[config.mk]
export PLATFORM = sky130hd
export DESIGN_NAME = wiper_i2c_slave
export DESIGN_NICKNAME = d
export VERILOG_FILES = /design/src/rtl/wiper_i2c_pkg.sv /design/src/rtl/wiper_i2c_sync.sv /design/src/rtl/wiper_i2c_ctrl.sv /design/src/rtl/wiper_i2c_datapath.sv /design/src/rtl/wiper_i2c_slave.sv
export SDC_FILE = /design/constraint.sdc
export NUM_CORES = 1
export LEC_CHECK = 0
export BUFFER_PORTS_ARGS = -buffer_cell sky130_fd_sc_hd__buf_4
export CAP_MARGIN = 10
export CORE_MARGIN = 2
export CORE_UTILIZATION = 45
export DETAILED_ROUTE_END_ITERATION = 10
export GPL_TIMING_DRIVEN = 1
export PLACE_DENSITY = 0.7
export SETUP_SLACK_MARGIN = 0.2
export SYNTH_ARGS = -nofsm -noshare
export SYNTH_HDL_FRONTEND = slang
export SYNTH_SLANG_ARGS = --single-unit
[constraint.sdc]
create_clock -name clk -period 3 [get_ports clk]
set_input_delay 0.6 -clock clk [delete_from_list [all_inputs] [get_ports clk]]
set_output_delay 0.6 -clock clk [all_outputs]
set_load 0.05 [all_outputs]
[src/rtl/wiper_i2c_pkg.sv]
package wiper_i2c_pkg;

  typedef enum logic [2:0] {
    ST_IDLE,
    ST_ADDR,
    ST_ADDR_ACK,
    ST_WR,
    ST_WR_ACK,
    ST_RD,
    ST_RD_ACK
  } ctrlState_t;

  // Strobes and levels from the control FSM to the datapath
  typedef struct packed {
    logic shiftRx;    // sample one received bit
    logic loadWiper;  // commit received byte into wiper code
    logic loadTx;     // load transmit frame from wiper code
    logic shiftTx;    // advance transmit frame by one bit
    logic driveAck;   // hold data line low for acknowledge
    logic driveTx;    // transmit frame MSB owns the data line
  } ctrlStrobe_t;

endpackage

[src/rtl/wiper_i2c_sync.sv]
module wiper_i2c_sync #(
  parameter int Stages = 2
) (
  input  logic clk,
  input  logic rstN,
  input  logic sclIn,
  input  logic sdaIn,
  output logic sclS,
  output logic sdaS,
  output logic sclQ,
  output logic sdaQ,
  output logic startDet,
  output logic stopDet,
  output logic sclRise,
  output logic sclFall
);

  logic [Stages:0] sclPipe;
  logic [Stages:0] sdaPipe;

  assign sclPipe[0] = sclIn;
  assign sdaPipe[0] = sdaIn;

  for (genvar i = 1; i <= Stages; i++) begin : g_stage
    always_ff @(posedge clk or negedge rstN) begin
      if (!rstN) begin
        sclPipe[i] <= 1'b1;
        sdaPipe[i] <= 1'b1;
      end else begin
        sclPipe[i] <= sclPipe[i-1];
        sdaPipe[i] <= sdaPipe[i-1];
      end
    end
  end

  assign sclS = sclPipe[Stages];
  assign sdaS = sdaPipe[Stages];

  always_ff @(posedge clk or negedge rstN) begin
    if (!rstN) begin
      sclQ <= 1'b1;
      sdaQ <= 1'b1;
    end else begin
      sclQ <= sclS;
      sdaQ <= sdaS;
    end
  end

  assign startDet = sclS & sclQ & sdaQ & ~sdaS;
  assign stopDet  = sclS & sclQ & ~sdaQ & sdaS;
  assign sclRise  = sclS & ~sclQ;
  assign sclFall  = ~sclS & sclQ;

endmodule

[src/rtl/wiper_i2c_ctrl.sv]
module wiper_i2c_ctrl
  import wiper_i2c_pkg::*;
#(
  parameter int ByteW = 8
) (
  input  logic        clk,
  input  logic        rstN,
  input  logic        startDet,
  input  logic        stopDet,
  input  logic        sclRise,
  input  logic        sclFall,
  input  logic        addrMatch,
  input  logic        rwBit,
  output ctrlStrobe_t strobe
);

  localparam int CntW = $clog2(ByteW + 1);
  localparam logic [CntW-1:0] FullCnt = CntW'(ByteW);
  localparam logic [CntW-1:0] LastTx  = CntW'(ByteW - 1);

  ctrlState_t state;
  logic [CntW-1:0] bitCnt;
  logic busEvent;

  assign busEvent = startDet | stopDet;

  always_ff @(posedge clk or negedge rstN) begin
    if (!rstN) begin
      state  <= ST_IDLE;
      bitCnt <= '0;
    end else if (startDet) begin
      state  <= ST_ADDR;
      bitCnt <= '0;
    end else if (stopDet) begin
      state  <= ST_IDLE;
      bitCnt <= '0;
    end else begin
      case (state)
        ST_ADDR: begin
          if (sclRise) bitCnt <= bitCnt + 1'b1;
          else if (sclFall && bitCnt == FullCnt) begin
            state  <= addrMatch ? ST_ADDR_ACK : ST_IDLE;
            bitCnt <= '0;
          end
        end
        ST_ADDR_ACK: begin
          if (sclFall) begin
            state  <= rwBit ? ST_RD : ST_WR;
            bitCnt <= '0;
          end
        end
        ST_WR: begin
          if (sclRise) bitCnt <= bitCnt + 1'b1;
          else if (sclFall && bitCnt == FullCnt) begin
            state  <= ST_WR_ACK;
            bitCnt <= '0;
          end
        end
        ST_WR_ACK: if (sclFall) state <= ST_IDLE;
        ST_RD: begin
          if (sclFall) begin
            if (bitCnt == LastTx) begin
              state  <= ST_RD_ACK;
              bitCnt <= '0;
            end else begin
              bitCnt <= bitCnt + 1'b1;
            end
          end
        end
        ST_RD_ACK: if (sclFall) state <= ST_IDLE;
        default: state <= ST_IDLE;
      endcase
    end
  end

  always_comb begin
    strobe           = '0;
    strobe.shiftRx   = sclRise & ~busEvent & (state == ST_ADDR || state == ST_WR);
    strobe.loadWiper = sclFall & ~busEvent & (state == ST_WR) & (bitCnt == FullCnt);
    strobe.loadTx    = sclFall & ~busEvent & (state == ST_ADDR_ACK) & rwBit;
    strobe.shiftTx   = sclFall & ~busEvent & (state == ST_RD);
    strobe.driveAck  = (state == ST_ADDR_ACK) || (state == ST_WR_ACK);
    strobe.driveTx   = (state == ST_RD);
  end

endmodule

[src/rtl/wiper_i2c_datapath.sv]
module wiper_i2c_datapath
  import wiper_i2c_pkg::*;
#(
  parameter int               WiperW    = 7,
  parameter logic [WiperW-1:0] SlaveAddr = 7'b0101110,
  parameter logic [WiperW-1:0] ResetCode = 7'd64
) (
  input  logic              clk,
  input  logic              rstN,
  input  logic              sdaS,
  input  ctrlStrobe_t       strobe,
  output logic              addrMatch,
  output logic              rwBit,
  output logic              sdaDrvLow,
  output logic [WiperW-1:0] wiperCode
);

  localparam int ByteW = WiperW + 1;

  logic [ByteW-1:0] rxShift;
  logic [ByteW-1:0] txShift;

  always_ff @(posedge clk or negedge rstN) begin
    if (!rstN) rxShift <= '0;
    else if (strobe.shiftRx) rxShift <= {rxShift[ByteW-2:0], sdaS};
  end

  always_ff @(posedge clk or negedge rstN) begin
    if (!rstN) wiperCode <= ResetCode;
    else if (strobe.loadWiper) wiperCode <= rxShift[WiperW-1:0];
  end

  always_ff @(posedge clk or negedge rstN) begin
    if (!rstN) txShift <= '1;
    else if (strobe.loadTx) txShift <= {1'b0, wiperCode};
    else if (strobe.shiftTx) txShift <= {txShift[ByteW-2:0], 1'b1};
  end

  assign addrMatch = (rxShift[ByteW-1:1] == SlaveAddr);
  assign rwBit     = rxShift[0];
  assign sdaDrvLow = strobe.driveAck | (strobe.driveTx & ~txShift[ByteW-1]);

endmodule

[src/rtl/wiper_i2c_slave.sv]
module wiper_i2c_slave
  import wiper_i2c_pkg::*;
#(
  parameter int               WiperW     = 7,
  parameter logic [WiperW-1:0] SlaveAddr  = 7'b0101110,
  parameter int               SyncStages = 2
) (
  input  logic              clk,
  input  logic              rstN,
  input  logic              sclIn,
  input  logic              sdaIn,
  output logic              sdaDrvLow,
  output logic [WiperW-1:0] wiperCode
);

  localparam int ByteW = WiperW + 1;
  localparam logic [WiperW-1:0] MidCode = WiperW'(1 << (WiperW - 1));

  logic sclS, sdaS, sclQ, sdaQ;
  logic startDet, stopDet, sclRise, sclFall;
  logic addrMatch, rwBit;
  ctrlStrobe_t strobe;

  wiper_i2c_sync #(.Stages(SyncStages)) uSync (
    .clk(clk), .rstN(rstN), .sclIn(sclIn), .sdaIn(sdaIn),
    .sclS(sclS), .sdaS(sdaS), .sclQ(sclQ), .sdaQ(sdaQ),
    .startDet(startDet), .stopDet(stopDet),
    .sclRise(sclRise), .sclFall(sclFall)
  );

  wiper_i2c_ctrl #(.ByteW(ByteW)) uCtrl (
    .clk(clk), .rstN(rstN), .startDet(startDet), .stopDet(stopDet),
    .sclRise(sclRise), .sclFall(sclFall),
    .addrMatch(addrMatch), .rwBit(rwBit), .strobe(strobe)
  );

  wiper_i2c_datapath #(
    .WiperW(WiperW), .SlaveAddr(SlaveAddr), .ResetCode(MidCode)
  ) uData (
    .clk(clk), .rstN(rstN), .sdaS(sdaS), .strobe(strobe),
    .addrMatch(addrMatch), .rwBit(rwBit),
    .sdaDrvLow(sdaDrvLow), .wiperCode(wiperCode)
  );

endmodule

==> impl_metrics.py <==
metrics = {
    "synth": {
        "synthFlopType": "dfrtp_1",
        "syn_inst": 152,
        "async_reset_ff_share_pct": 100,
        "syn_area_sq_um": 1780,
        "yosys.cell_types.count": 46,
        "syn_nets": 158,
        "synth_edf_count": 0,
        "ys_ff_latch": 36,
        "synth_area_per_cell_sq_um": 11.7,
        "synth_warnings": 0,
        "synth-seq-area-share_pct": 51.6,
    },
    "pwr": {
        "leakage_uw": 0.000883,
        "seq_power_share_pct": 51.8,
        "p_sw_uw": 221,
        "p_sw_share_pct": 22.5,
        "p_clk_share_pct": 44.3,
        "vdd_drop_max_v": 0.000349,
        "power.density_nw_per_um2": 493,
        "p_int_uw": 762,
        "comb_power_share_pct": 3.9,
    },
    "run_status": {
        "outcome": "finished, final reports clean",
    },
    "critical_path": {
        "startpoint": "uCtrl.state[2]",
        "reg2reg_slack_ps": 990,
        "critPathArrivalTime_ps": 1630,
        "ff2ff_path_depth": 4,
        "crit_path_end": "sdaDrvLow",
        "worstSetupPathType": "flip-flop to primary output",
        "start_kind": "flip-flop",
        "rr_endpoint": "uCtrl.bitCnt[2]",
        "crit_fanout": 11,
        "required_ps": 2400,
        "cp-end-kind": "primary output",
        "reg2reg_from": "uSync.sclQ",
    },
    "clock_tree": {
        "cts_buffers": 5,
        "htree_levels": 2,
        "cts_root_buf": "clkbuf_8",
        "ctsResizeCount": 0,
        "cts_hold_buf": 0,
        "cts_tree": "done",
        "path_clk_slew_ps": 80,
        "clk_latency_ps": 290,
        "cts_setup_buffers": 0,
        "clock_path_buffers": 2,
        "clkSinkCount": 36,
    },
    "sta": {
        "setup_viol": 0,
        "max_freq_mhz": 448,
        "fin_crit_sh_pct": 74.5,
        "worst_pin_slew_ps": 748,
        "min_period_ps": 2230,
        "tns_ps": 0,
        "hold_viol": 0,
        "maxSlewViolCount": 0,
        "rsz0062_at_grt": "false",
        "hold_ws_ps": 245,
        "skew_ps": 7.65,
        "slew_headroom_pct": 50.0,
    },
    "layout": {
        "drive_above_1_share_pct": 33.1,
        "seq_area_sq_um": 920,
        "multi_input_area_sq_um": 798,
        "area_delta_synth_final_pct": 11.9,
        "diodes": 0,
        "fill_cells": 330,
        "nNetsFinal": 171,
    },
    "floorplan": {
        "die_width_um": 66.9,
        "start_util_pct": 47.6,
        "coreArea_sq_um": 3740,
        "dieArea_sq_um": 4480,
        "die_height_um": 66.9,
        "ios": 12,
        "rows": 22,
    },
    "routing": {
        "ant_nets": 0,
        "drc": 0,
        "vias": 1193,
        "viasPerCell": 5.57,
        "drt_wl_total_mm": 3.14,
        "firstDrtPassIters": 4,
        "drt_iter0_drc": 53,
        "wl_per_cell_um": 14.7,
    },
    "placement": {
        "portBuffers": 11,
        "dp_hpwl_mm": 2.28,
        "gp_congestion": 0.806,
    },
    "global_routing": {
        "grtUsageTotal_pct": 16.7,
        "grt_pass1_wl_mm": 5.55,
        "antenna_found_initial": 0,
        "grt_pass1_vias": 1200,
        "grt_overflow_total": 0,
        "grt_max_degree": 37,
    },
    "min_path": {
        "min_path_type": "primary input to asynchronous set/reset pin",
    },
    "job": {
        "drv_cap": 0,
    },
}
==> sequential cells by signal, summed over array words and instances (netlist names) <==
signal / flops
uData.rxShift: 8
uSync.sclPipe: 1
uData.wiperCode: 7
uSync.sdaS: 1
uCtrl.state: 3
uData.txShift: 8
uCtrl.bitCnt: 4
uSync.sdaPipe: 1
uSync.sclQ: 1
uSync.sclS: 1
uSync.sdaQ: 1
==> layout make-up <==
class | count | share of cell area [%]
clock buffers | 5 | 3.45
repair buffers | 11 | 4.14
flip-flops and latches | 36 | 46.1
well taps | 48 | 3.01
multi-input cells | 106 | 40.0
inverters | 5 | 0.941
clock inverters | 3 | 2.32
==> cell families after synthesis <==
logic type               count (synthesis)  share of synthesized area (%)
multiplexers                            13                           8.22
flip-flops                              36                           51.6
AO/OA/AOI/OAI                           40                           17.5
XOR/XNOR                                 1                          0.492
adder cells (fa/ha/maj)                  2                           1.40
buffers and inverters                   10                           3.58
AND/OR/NAND/NOR                         50                           17.2
==> cell usage after synthesis, types with 2 or more instances <==
cell type | instances | share of area (%)
dfrtp_1 | 21 | 29
dfstp_2 | 15 | 22
nand2_1 | 11 | 2.3
nor2_1 | 11 | 2.3
a21oi_1 | 10 | 2.8
o22ai_1 | 9 | 3.2
mux2_2 | 7 | 4.4
mux2_1 | 6 | 3.8
inv_1 | 5 | 1.1
nand3_1 | 5 | 1.4
o21ai_1 | 4 | 1.1
nand2b_1 | 3 | 1.1
o21ai_0 | 3 | 0.84
a211oi_2 | 2 | 1.4
and2b_2 | 2 | 0.98
and3b_1 | 2 | 0.98
and4bb_1 | 2 | 1.4
buf_4 | 2 | 0.84
ha_1 | 2 | 1.4
nand3_2 | 2 | 1.1
nor2b_1 | 2 | 0.70
o31ai_1 | 2 | 0.84
==> worst max-delay path: stages, from the launching register on <==
cell,delay [ps]
dfrtp_1,530
and2b_1,360
nor2_1,60
o22ai_1,160
buf_4,230
==> cells in the final DEF (no fill, tap or decap), types with 2 or more instances in the layout <==
cell       n
dfstp_2   15
and2b_2    2
o21ai_1    4
nor2b_1    2
nand2_1   11
mux2_2     7
nor2_1    11
nand2b_1   3
o21ai_0    3
buf_4     11
nand3_1    5
and3b_1    2
a211oi_2   2
ha_1       2
inv_1      5
o31ai_1    2
a21oi_1   10
mux2_1     6
clkbuf_8   5
o22ai_1    9
nand3_2    2
and4bb_1   2
dfrtp_1   21
==> routing by layer <==
layer  vias to the layer above  wire (um)  GRT usage (%)
met5                         -          0              0
met4                         0         10           4.59
met3                         4         90           4.56
met2                        19       1550           26.4
met1                       588       1500           22.5
li1                        582          -              -
==> power by group through the flow <==
stage | logic, uW | clock network, uW | registers, uW
final | 38.4 | 435 | 510
after global routing | 43.7 | 477 | 513
after CTS | 39.1 | 450 | 510
after detailed placement | 38.8 | 0 | 519
after global placement | 37.7 | 0 | 519
after floorplan | 24.9 | 0 | 515
==> worst min-delay path by stage <==
| stage | endpoint | start | cells after the start | slack, ps |
|---|---|---|---|---|
| 3_5_place_dp | uSync.sdaS | uSync.sdaPipe[1] | 0 | 350 |
| 6_report | uCtrl.state[0] | rstN | 1 | 240 |
| 3_3_place_gp | uSync.sclS | uSync.sclPipe[1] | 0 | 350 |
| 5_1_grt | uData.rxShift[1] | rstN | 1 | 260 |
| 4_1_cts | uCtrl.state[0] | rstN | 1 | 250 |
| 2_1_floorplan | uCtrl.bitCnt[0] | rstN | 0 | 300 |
==> per-stage QoR <==
stage	cells	util [%]	setup WS, ps	total power (uW)	instance area [sq um]
floorplan	152	-	869	540	1780
global placement	206	50.2	1080	556	1880
detailed placement	206	50.2	1010	558	1880
CTS	214	53.3	764	999	1990
global route	214	53.3	662	1030	1990
finish	214	53.3	766	984	1990
No activity file was read; power rests on OpenSTA's default activity.
